==> src/rtl/vfs_pkg.sv <==
package vfs_pkg;
  typedef enum logic {
    OWN_DISPLAY = 1'b0,
    OWN_HOST    = 1'b1
  } bus_owner_e;
endpackage

==> src/rtl/vfs_pos_dec.sv <==
module vfs_pos_dec #(
  parameter int unsigned H_VIS   = 640,
  parameter int unsigned H_TOTAL = 800,
  parameter int unsigned V_VIS   = 480,
  parameter int unsigned V_TOTAL = 525,
  parameter int unsigned H_W     = 10,
  parameter int unsigned V_W     = 10,
  parameter int unsigned PH_W    = 3
) (
  input  logic           clk_i,
  input  logic           rst_ni,
  input  logic [H_W-1:0] hcnt_i,
  input  logic [V_W-1:0] vcnt_i,
  output logic           vis_o,
  output logic           fetch_o,
  output logic           frame_first_o,
  output logic           blank_line_o,
  output logic           host_window_o
);
  localparam logic [H_W-1:0] H_LAST = H_W'(H_TOTAL - 1);
  localparam logic [V_W-1:0] V_LAST = V_W'(V_TOTAL - 1);

  logic           h_wrap;
  logic [H_W-1:0] nh;
  logic [V_W-1:0] nv;
  logic           next_vis;

  always_comb begin
    h_wrap = (hcnt_i == H_LAST);
    nh     = h_wrap ? '0 : hcnt_i + H_W'(1);
    if (!h_wrap)                nv = vcnt_i;
    else if (vcnt_i == V_LAST)  nv = '0;
    else                        nv = vcnt_i + V_W'(1);
    next_vis = (32'(nh) < H_VIS) && (32'(nv) < V_VIS);
  end

  assign vis_o         = (32'(hcnt_i) < H_VIS) && (32'(vcnt_i) < V_VIS);
  assign fetch_o       = (&hcnt_i[PH_W-1:0]) && next_vis;
  assign frame_first_o = fetch_o && (nh == '0) && (nv == '0);
  assign blank_line_o  = (32'(vcnt_i) >= V_VIS);
  assign host_window_o = blank_line_o && (vcnt_i != V_LAST);

  p_fetch_spacing_r4: assert property (@(posedge clk_i) disable iff (!rst_ni)
    fetch_o |=> !fetch_o);
endmodule

==> src/rtl/vfs_addr_gen.sv <==
module vfs_addr_gen #(
  parameter int unsigned ADDR_W = 16
) (
  input  logic              clk_i,
  input  logic              rst_ni,
  input  logic              fetch_i,
  input  logic              clear_i,
  output logic [ADDR_W-1:0] addr_o
);
  logic [ADDR_W-1:0] addr_q;

  always_ff @(posedge clk_i or negedge rst_ni) begin
    if (!rst_ni)      addr_q <= '0;
    else if (fetch_i) addr_q <= addr_q + ADDR_W'(1);
    else if (clear_i) addr_q <= '0;
  end

  assign addr_o = addr_q;
endmodule

==> src/rtl/vfs_shifter.sv <==
module vfs_shifter #(
  parameter int unsigned DATA_W = 8
) (
  input  logic              clk_i,
  input  logic              rst_ni,
  input  logic              load_i,
  input  logic [DATA_W-1:0] din_i,
  output logic              msb_o
);
  logic [DATA_W-1:0] sh_q;

  always_ff @(posedge clk_i or negedge rst_ni) begin
    if (!rst_ni)     sh_q <= '0;
    else if (load_i) sh_q <= din_i;
    else             sh_q <= {sh_q[DATA_W-2:0], 1'b0};
  end

  assign msb_o = sh_q[DATA_W-1];

  p_load_msb_r2: assert property (@(posedge clk_i) disable iff (!rst_ni)
    load_i |=> msb_o == $past(din_i[DATA_W-1]));
endmodule

==> src/rtl/vfs_host_arb.sv <==
module vfs_host_arb
  import vfs_pkg::*;
(
  input  logic       clk_i,
  input  logic       rst_ni,
  input  logic       req_i,
  input  logic       vsync_i,
  input  logic       window_i,
  output bus_owner_e owner_o
);
  logic ok_now;
  logic ok_q;

  assign ok_now = req_i && vsync_i && window_i;

  always_ff @(posedge clk_i or negedge rst_ni) begin
    if (!rst_ni) ok_q <= 1'b0;
    else         ok_q <= ok_now;
  end

  // registered qualify, combinational release on sync end
  assign owner_o = (ok_q && ok_now) ? OWN_HOST : OWN_DISPLAY;

  p_grant_after_req_r6: assert property (@(posedge clk_i) disable iff (!rst_ni)
    (owner_o == OWN_HOST) |-> $past(req_i) && $past(vsync_i));
endmodule

==> src/rtl/vid_fetch_ser.sv <==
module vid_fetch_ser
  import vfs_pkg::*;
#(
  parameter int unsigned H_VIS   = 640,
  parameter int unsigned H_TOTAL = 800,
  parameter int unsigned V_VIS   = 480,
  parameter int unsigned V_TOTAL = 525,
  parameter int unsigned ADDR_W  = 16,
  parameter int unsigned DATA_W  = 8,
  parameter int unsigned H_W     = $clog2(H_TOTAL),
  parameter int unsigned V_W     = $clog2(V_TOTAL)
) (
  input  logic              clk_i,
  input  logic              rst_ni,
  input  logic [H_W-1:0]    hcnt_i,
  input  logic [V_W-1:0]    vcnt_i,
  input  logic              vsync_i,
  input  logic              host_req_i,
  input  logic              host_we_i,
  input  logic [ADDR_W-1:0] host_addr_i,
  input  logic [DATA_W-1:0] host_wdata_i,
  input  logic [DATA_W-1:0] mem_rdata_i,
  output logic [ADDR_W-1:0] mem_addr_o,
  output logic [DATA_W-1:0] mem_wdata_o,
  output logic              mem_we_o,
  output logic              pix_o,
  output logic              host_grant_o
);
  localparam int unsigned PH_W = $clog2(DATA_W);

  logic              vis, fetch, frame_first, blank_line, host_window;
  logic [ADDR_W-1:0] disp_addr;
  logic              sh_msb;
  bus_owner_e        owner;

  vfs_pos_dec #(
    .H_VIS(H_VIS), .H_TOTAL(H_TOTAL), .V_VIS(V_VIS), .V_TOTAL(V_TOTAL),
    .H_W(H_W), .V_W(V_W), .PH_W(PH_W)
  ) u_dec (
    .clk_i(clk_i), .rst_ni(rst_ni), .hcnt_i(hcnt_i), .vcnt_i(vcnt_i),
    .vis_o(vis), .fetch_o(fetch), .frame_first_o(frame_first),
    .blank_line_o(blank_line), .host_window_o(host_window)
  );

  vfs_addr_gen #(.ADDR_W(ADDR_W)) u_addr (
    .clk_i(clk_i), .rst_ni(rst_ni), .fetch_i(fetch),
    .clear_i(blank_line && !fetch), .addr_o(disp_addr)
  );

  vfs_shifter #(.DATA_W(DATA_W)) u_sh (
    .clk_i(clk_i), .rst_ni(rst_ni), .load_i(fetch),
    .din_i(mem_rdata_i), .msb_o(sh_msb)
  );

  vfs_host_arb u_arb (
    .clk_i(clk_i), .rst_ni(rst_ni), .req_i(host_req_i), .vsync_i(vsync_i),
    .window_i(host_window), .owner_o(owner)
  );

  assign host_grant_o = (owner == OWN_HOST);
  assign mem_addr_o   = host_grant_o ? host_addr_i : disp_addr;
  assign mem_wdata_o  = host_wdata_i;
  assign mem_we_o     = host_grant_o && host_we_i;
  assign pix_o        = vis && sh_msb;

  p_first_word_zero_r1: assert property (@(posedge clk_i) disable iff (!rst_ni)
    frame_first |-> mem_addr_o == '0);
  p_grant_no_fetch_r7: assert property (@(posedge clk_i) disable iff (!rst_ni)
    host_grant_o |-> !fetch);
  p_grant_blank_r5: assert property (@(posedge clk_i) disable iff (!rst_ni)
    host_grant_o |-> (32'(vcnt_i) >= V_VIS) && vsync_i);
endmodule

==> config.mk <==
export PLATFORM = sky130hd
export DESIGN_NAME = vid_fetch_ser
export DESIGN_NICKNAME = d
export VERILOG_FILES = /design/src/rtl/vfs_pkg.sv /design/src/rtl/vfs_pos_dec.sv /design/src/rtl/vfs_addr_gen.sv /design/src/rtl/vfs_shifter.sv /design/src/rtl/vfs_host_arb.sv /design/src/rtl/vid_fetch_ser.sv
export SDC_FILE = /design/constraint.sdc
export NUM_CORES = 1
export LEC_CHECK = 0
export ABC_AREA = 1
export BUFFER_PORTS_ARGS = -buffer_cell sky130_fd_sc_hd__buf_2
export CELL_PAD_IN_SITES_DETAIL_PLACEMENT = 1
export CELL_PAD_IN_SITES_GLOBAL_PLACEMENT = 2
export CORE_ASPECT_RATIO = 1.25
export CORE_UTILIZATION = 21
export CTS_CLUSTER_SIZE = 30
export DETAILED_ROUTE_END_ITERATION = 8
export HOLD_SLACK_MARGIN = 0.05
export PLACE_DENSITY_LB_ADDON = 0.1
export SYNTH_ARGS = -nofsm -noshare
export SYNTH_HDL_FRONTEND = slang
export SYNTH_SLANG_ARGS = --single-unit
==> constraint.sdc <==
create_clock -name clk_i -period 1.6 [get_ports clk_i]
set_input_delay 0.32 -clock clk_i [delete_from_list [all_inputs] [get_ports clk_i]]
set_output_delay 0.32 -clock clk_i [all_outputs]
set_load 0.01 [all_outputs]
[Word level (Yosys, flattened, before mapping)]
Cells that the tools add are included.
Operators by class
  add/sub/neg operators: 3
  multipliers: 0
  div/mod/pow operators: 0
  magnitude comparators: 5
  eq/ne operators: 3
  shift-type cells: 0
  mux-type cells: 8
  bitwise logic cells: 0
  reductions and logical operators: 13
Operators with widths (count)
  $mux 16: 3
  $mux 10: 3
  $add 10x1->10 const B: 2
  $eq 10x10->1 const B: 2
  $lt 10x10->1 const B: 2
  $lt 10x9->1 const B: 2
  $add 16x1->16 const B: 1
  $ge 10x9->1 const B: 1
  $logic_and 1x1->1: 10
  $ne 10x10->1 const B: 1
  $mux 8: 1
  $reduce_and 3->1: 1
  $reduce_bool 2->1: 1
  $logic_not 1->1: 1
  $mux 1: 1
Storage, ports and cells
  flip-flop bits (word level): 25
  latch bits: 0
  memory bits (writable): 0
  bits in read-only memories: 0
  output and inout port bits: 27
  memories: 0

[Logic depth before layout (Yosys ltp)]
Gate-level depths: netlist (run 1).
  word-level depth: 10
  depth in mapped cells: 11
  gate-level depth less buffers: 10

[By module]
From an unflattened synthesis (run 1), not the netlist that was laid out.
Unflattened totals
  cells, all modules: 375
  area, all modules: 2356.0 um2
Modules (own cells, without submodules)
  vfs_addr_gen: times used 1, cells each 138, area each 964.7 um2
  vfs_pos_dec: times used 1, cells each 133, area each 714.4 um2
  vid_fetch_ser: times used 1, cells each 66, area each 326.6 um2
  vfs_shifter: times used 1, cells each 33, area each 301.5 um2
  vfs_host_arb: times used 1, cells each 5, area each 48.8 um2

[Least setup slack after synthesis (run 1)]
Ideal clock, no wire load.
  path type: input to output
  start point: input vcnt_i[7]
  end point: output mem_addr_o[12]
  data arrival time: 1.386 ns
  data required time: 1.280 ns
  path slack: -0.106 ns
  cell stages on the path: 9
  buffers on the path: 2
  cells stage by stage: nand3_2 nor2_4 nor2_2 nor3_4 nand2_2 inv_2 buf_6 buf_8 o21ai_1
Between the ends
  cells in the longest elaborated chain, start to end: 6
Ends and longest elaborated chain
  start, declared: RTL line vid_fetch_ser.sv:16  | input logic [V_W-1:0] vcnt_i,
  $ge 10x9->1 or $ne 10x10->1 (tied branches): RTL line vfs_pos_dec.sv:40, vfs_pos_dec.sv:41
  $logic_and 1x1->1 *: RTL line vfs_pos_dec.sv:41  | assign host_window_o = blank_line_o && (vcnt_i != V_LAST);
  $logic_and 1x1->1 *: RTL line vfs_host_arb.sv:14  | assign ok_now = req_i && vsync_i && window_i;
  named net u_arb.ok_now: RTL line vfs_host_arb.sv:11  | logic ok_now;
  $logic_and 1x1->1 *: RTL line vfs_host_arb.sv:22  | assign owner_o = (ok_q && ok_now) ? OWN_HOST : OWN_DISPLAY;
  $mux 1 *: RTL line vfs_host_arb.sv:22
  named net host_grant_o: RTL line vid_fetch_ser.sv:27  | output logic host_grant_o
  $mux 16 *: RTL line vid_fetch_ser.sv:61  | assign mem_addr_o = host_grant_o ? host_addr_i : disp_addr;
  end, declared: RTL line vid_fetch_ser.sv:23  | output logic [ADDR_W-1:0] mem_addr_o,
Mark *: on every way through the listed nets, which the timed path passes. The rest lies on a longest branch.

[Final worst setup path (run 1)]
  start point: input vcnt_i[3]
  end point: output mem_addr_o[12]
Between the ends
  cells in the longest elaborated chain, start to end: 6
Ends and longest elaborated chain (RTL line)
  $ge 10x9->1 or $ne 10x10->1 (tied branches): vfs_pos_dec.sv:40, vfs_pos_dec.sv:41
  $logic_and 1x1->1 *: vfs_pos_dec.sv:41
  $logic_and 1x1->1 *: vfs_host_arb.sv:14
  named net u_arb.ok_now: vfs_host_arb.sv:11
  $logic_and 1x1->1 *: vfs_host_arb.sv:22
  $mux 1 *: vfs_host_arb.sv:22
  $mux 16 *: vid_fetch_ser.sv:61
Marked as above.

==> impl_metrics.yaml, run 1 <==
sta:
  fin_ws_ps: -145
  hold_violations: 0
  finClkSkew_ps: 3.57
  worstMarginPinSlew_ps: 603
  rsz0062_at_grt: "yes"
  fin_crit_sh_pct: 109
  slew_headroom_pct: 59.8
  fmax_mhz: 573
  tns_ps: -1960
  setup_viol: 18
  min_period_ps: 1740
  report.final.slew_viol_count: 0
pwr:
  p_switching_uw: 368
  combPwrFrac_pct: 18.0
  p_leak_uw: 0.00143
  p_int_uw: 930
  pwr-share-clk_pct: 32.2
  p_sw_share_pct: 28.3
  seqPwrFrac_pct: 49.8
  power.density_nw_per_um2: 463
  peakVddDrop_mv: 0.262
drt:
  drc: 0
  drtIter0Drc: 47
  viasPerCell: 4.31
  final_antenna_net_count: 0
  first_pass_iters: 4
  route.vias.total: 2101
  routed_wl_mm: 6.40
  wire_per_inst_um: 13.1
clock_tree:
  clock_sinks: 25
  cts_root_buf: "clkbuf_8"
  ctsHoldBuffers: 0
  cts_buffers: 3
  clockBufferDepth: 2
  htree_levels: 1
  path_clk_slew_ps: 100
  cts_tree: "built"
  clk_latency_ps: 280
logic_synthesis:
  synthTopCellsByArea: "dfrtp_1, nand2_1, nand3_1, inv_1, nand4_1"
  synth_area_leader_cell: "dfrtp_1"
  synth_cell_types: 25
  synthDominantCellAreaShare_pct: 33.7
  synth_area_sq_um: 1860
  ys_ff_latch: 25
  syn-num-nets: 336
  yosysWarnings: 0
  syn_avg_cell_area_sq_um: 6.68
  synthCells: 278
  synth-seq-area-share_pct: 33.7
place:
  dp_hpwl_mm: 4.73
  gp_congestion: 0.752
  postPlaceCellArea_sq_um: 2510
  port_buffers: 67
floorplanning:
  chipWidth_um: 86.1
  die_height_um: 107
  initial_core_util_pct: 21.5
  fp.dieArea_sq_um: 9230
  num_io_pins: 84
  coreArea_sq_um: 8650
  row_count: 38
grt:
  grt_max_degree: 26
  grt_first_pass_wirelength_mm: 10.7
  grt_pass1_vias: 2202
  antenna_found_initial: 0
  grt_overflow: 0
  grt_usage_pct: 14.7
critical_path:
  crit_arrival_ps: 1420
  worstSetupStartpointType: "input pin"
  reg2reg_setup_slack_ps: 140
  cp_slowest_stage_delay_ps: 170
  cp_data_required_time_ps: 1280
  critPathSlowestCell: "nor3_4"
  worstPathMaxFanout: 6
  cp_cell_sequence: "buf_6, nand2_2, inv_2, nand3_2, nor2_4, nor3_4, nand2_2, inv_6, buf_6, nand2_2, o21ai_1, buf_2"
  cp-end-kind: "primary output"
  cpMostUsedCell: "nand2_2"
  critical_path_class: "input pin to primary output"
outcome:
  violations: "negative setup slack"
  outcome: "complete, but fails checks"
layout:
  fin_area_sq_um: 2800
  nets: 426
  diodes: 0
  fill_cells: 1109
  drive_gt1_share_pct: 41.1
  final_core_util_pct: 32.4
  syn2layout_area_growth_pct: 50.8
min_path:
  hold_class: "input pin to async pin"
flow_run:
  maxCapViolCount: 0
-- layout make-up --
type	count	area [sq um]	area share, %
tap	120	150	5.36
clock inverter	1	7.51	0.268
sequential	25	626	22.3
multi-input combinational	205	1100	39.2
timing repair buffer	103	762	27.2
clock buffer	3	41.3	1.47
inverter	30	118	4.20
-- worst max-delay path, delay by kind of cell --
kind | cells | cell delay (ps)
buffers and inverters | 5 | 520
AO/OA/AOI/OAI | 1 | 70
AND/OR/NAND/NOR | 6 | 510
-- cells by family after synthesis --
group / count (synthesis) / share of synthesized area, %
AOI/OAI and AO/OA: 17 / 4.58
xor gates and xnor gates: 5 / 2.36
adders and majority gates: 1 / 0.673
buffers and inverters: 48 / 13.1
DFF: 25 / 33.7
and+or+nand+nor: 182 / 45.7
-- cell usage in the layout, fill, tap and decap left out, drive strengths merged --
cell	Yosys	routed
buf	17	103
nand2	85	85
nand3	45	45
inv	30	30
nor2	26	26
dfrtp	25	25
o21ai	17	17
nand4	13	13
nor3	10	10
xor2	4	4
clkbuf	1	3
nand3b	2	2
xnor2	1	1
or2	1	1
ha	1	1
clkinvlp	0	1
-- stage by stage --
stage / power (uW) / cells / setup WS, ps / hold WS [ps]
3_3_place_gp: 866 / 477 / -171 / 374
3_5_place_dp: 868 / 477 / -222 / 371
2_1_floorplan: 758 / 278 / -27.1 / 24.4
5_1_grt: 1370 / 487 / -256 / 78.9
4_1_cts: 1320 / 487 / -168 / 61.6
6_report: 1300 / 487 / -145 / 35.0
-- registers in the layout, summed over array words and instances (netlist names) --
signal and count:
u_addr.addr_o 16, u_sh.sh_q 8, u_arb.ok_q 1
-- layer usage --
metal	track usage [%]	routed length, um
met1	18.4	2840
met2	27.1	3350
met3	1.23	171
met4	3.33	44
met5	0	0
-- final timing paths --
check | endpoint | depth (start not counted) | start
hold reg to reg | u_sh.sh_q[4]$_DFF_PN0_ | 2 | u_sh.sh_q[3]$_DFF_PN0_
setup / recovery | mem_addr_o[12] | 12 | vcnt_i[3]
setup reg to reg | u_addr.addr_o[10]$_DFFE_PN0P_ | 6 | u_addr.addr_o[7]$_DFFE_PN0P_
min in group clk_i | u_sh.sh_q[0]$_DFF_PN0_ | 3 | mem_rdata_i[0]
max in group asynchronous | u_sh.sh_q[0]$_DFF_PN0_ | 1 | rst_ni
hold / removal | u_addr.addr_o[10]$_DFFE_PN0P_ | 1 | rst_ni
-- what timing repair did --
| action | in CTS | in global routing |
|---|---|---|
| gates cloned | 2 | 0 |
| setup endpoints to repair | 18 | 24 |
| gates resized for setup | 45 | 5 |
| setup buffers | 4 | 0 |
| hold endpoints to repair | 0 | 0 |
| pin swaps | 11 | 0 |
-- cell usage after synthesis --
cell type,n
nor3_1,9
nand4_1,13
or2_2,1
buf_6,1
nand2_1,79
nor2_1,21
dfrtp_1,25
ha_1,1
buf_2,5
nor3_4,1
clkbuf_1,1
inv_1,29
nand3_2,2
xor2_1,4
nand3b_1,2
o21ai_1,5
inv_2,1
nand2_2,6
buf_8,1
buf_4,10
o21ai_0,12
nor2_4,1
nor2_2,4
nand3_1,43
xnor2_1,1
-- power by group through the flow --
| stage | Sequential, uW | Combinational [uW] | Clock [uW] |
|---|---|---|---|
| 2_1_floorplan | 659 | 99.0 | 0 |
| 3_3_place_gp | 659 | 207 | 0 |
| 3_5_place_dp | 659 | 209 | 0 |
| 4_1_cts | 647 | 240 | 432 |
| 5_1_grt | 648 | 262 | 463 |
| 6_report | 647 | 234 | 418 |
(Power assumes the default switching activity.)
==> run 2: changes to the inputs <==
- CELL_PAD_IN_SITES_GLOBAL_PLACEMENT: 2 -> 1
- CORE_UTILIZATION: 21 -> 29
==> run 2 against run 1 <==
  * The run still ends with negative setup slack left
  * Cell area is 0.89% higher
  * Clock skew rose by 4.4 ps
  * Via count up 2.6%
  * Register-to-register slack about the same
  * Setup slack lost 43 ps
  * Die area decreased by 27%
  * Global-route usage up 4.2 points
  * Non-clock buffer count unchanged
  * Wire length is 5.9% lower
  * Highest routed layer unchanged
==> impl_metrics.yaml, run 2 (synthesis gave the netlist of run 1 again) <==
clock_tree:
  clk_latency_ps: 280
  ctsHoldBuffers: 0
  path_clk_slew_ps: 100
  htree_levels: 1
  clock_sinks: 25
  clockBufferDepth: 2
  cts_buffers: 3
  cts_root_buf: "clkbuf_8"
  cts_tree: "built"
layout:
  final_cell_mix: "nand2_1, buf_2, nand3_1"
  largest_reg_flops: 16
  syn2layout_area_growth_pct: 52.2
  fin_cells: 452
  fin_area_sq_um: 2830
  nets: 426
  final_common_cell: "nand2_1"
  seq_area_sq_um: 626
  multi_input_area_sq_um: 1160
  fill_cells: 824
  drive_gt1_share_pct: 43.9
  diodes: 0
grt:
  grt_usage_pct: 18.9
  grt_pass1_vias: 2273
  grt_max_degree: 26
  antenna_found_initial: 0
  grt_first_pass_wirelength_mm: 9.99
  grt_overflow: 0
critical_path:
  cp_slowest_stage_delay_ps: 170
  cpMostUsedCell: "nor2_4"
  critical_path_class: "input pin to primary output"
  worstPathMaxFanout: 5
  cp-end-kind: "primary output"
  crit_arrival_ps: 1470
  critPathSlowestCell: "nor3_4"
  critPathBufInv: 4
  critPathTopFamily: "simple AND/OR/NAND/NOR gates"
  cp_cell_sequence: "buf_8, nand3_4, nor2_4, nor2_4, nor3_4, nand2_2, clkinv_4, clkbuf_16, nand2_1, o21ai_2, buf_2"
  cp_data_required_time_ps: 1280
  worstSetupStartpointType: "input pin"
floorplanning:
  fp.dieArea_sq_um: 6730
  initial_core_util_pct: 30.1
  chipWidth_um: 73.6
  die_height_um: 91.5
  num_io_pins: 84
  row_count: 32
  coreArea_sq_um: 6170
sta:
  min_period_ps: 1790
  rsz0062_at_grt: "yes"
  slew_headroom_pct: 60.2
  finClkSkew_ps: 7.95
  worstMarginPinSlew_ps: 598
  report.final.slew_viol_count: 0
  setup_viol: 18
  fmax_mhz: 559
  hold_violations: 0
  hold_slack_ps: 28.8
  fin_crit_sh_pct: 112
  fin_ws_ps: -188
drt:
  drc: 0
  viasPerCell: 4.77
  first_pass_iters: 2
  drtIter0Drc: 32
  route.vias.total: 2156
  wire_per_inst_um: 13.3
  routed_wl_mm: 6.03
  final_antenna_net_count: 0
place:
  placedCellCount: 439
  port_buffers: 67
  postPlaceCellArea_sq_um: 2420
  gp_congestion: 0.781
  dp_hpwl_mm: 4.62
outcome:
  violations: "negative setup slack"
  outcome: "complete, but fails checks"
pwr:
  p_leak_uw: 0.00148
  peakVddDrop_mv: 0.348
  power.density_nw_per_um2: 455
min_path:
  hold_class: "input pin to async pin"
flow_run:
  maxCapViolCount: 0
run 2: changes by cell type in the layout (fill, tap and decap cells not counted), sizes merged:
cell	previous run	this run
buf	103	102
clkinv	0	2
clkbuf	3	4
clkinvlp	1	0
inv	30	29
run 2: final timing paths:
check	start	to	slack, ps	cells past startpoint
setup / recovery	vcnt_i[7]	mem_addr_o[4]	-190	11
hold / removal	rst_ni	u_addr.addr_o[9]$_DFFE_PN0P_	30	1
setup reg to reg	u_addr.addr_o[0]$_DFFE_PN0P_	u_addr.addr_o[8]$_DFFE_PN0P_	150	9
hold reg to reg	u_sh.sh_q[6]$_DFF_PN0_	u_sh.sh_q[7]$_DFF_PN0_	450	2
max in group asynchronous	rst_ni	u_addr.addr_o[15]$_DFFE_PN0P_	1160	1
min in group clk_i	mem_rdata_i[0]	u_sh.sh_q[0]$_DFF_PN0_	250	3
run 2: through the flow:
step                TNS (ps)  worst slack, ps  utilization, %  power (uW)
CTS                    -2700             -172            43.7        1290
global route           -4350             -269            45.9        1350
floorplan               -136            -27.1               -         758
detailed placement     -5190             -212            39.3         864
global placement       -3970             -212            39.3         859
finish                 -2720             -188            45.9        1290
run 2: report_power, final:
| part | internal, uW | leakage (uW) | total [uW] | switching, uW |
|---|---|---|---|---|
| Combinational | 116 | 0.00111 | 246 | 129 |
| Sequential | 643 | 0.000346 | 647 | 3.82 |
| Clock | 175 | 0.0000255 | 395 | 220 |
| Total | 934 | 0.00148 | 1290 | 353 |
run 2: what timing repair did:
item	in CTS	in global routing
endpoints found under the setup margin	18	24
hold endpoints to repair	0	0
resized for setup	44	30
pin swaps	14	13
setup buffers	5	1
cloned	2	1
run 2: final cells by class:
type                    count  share of cell area [%]
multi-input cells         205                    40.9
well taps                  85                    3.76
inverters                  30                    4.16
flip-flops and latches     25                    22.1
clock inverters             1                   0.177
clock buffers               3                    1.46
repair buffers            103                    27.4
run 2: worst reg2reg max path, stage by stage, from the launching register on:
cell     delay [ps]
dfrtp_1         380
ha_1            200
nand3_2         110
nor2_2          140
inv_1            70
nor2_1          120
inv_1            60
o21ai_0         140
nand4_1         120
nand2_1          80
run 2: layer usage:
metal  track usage [%]  routed length [um]  share of wire (%)
met5                 0                   0                  0
met1              23.4                2650                 44
met4              4.33                  55               0.91
met3              2.11                 223                3.7
met2              34.2                3090                 51
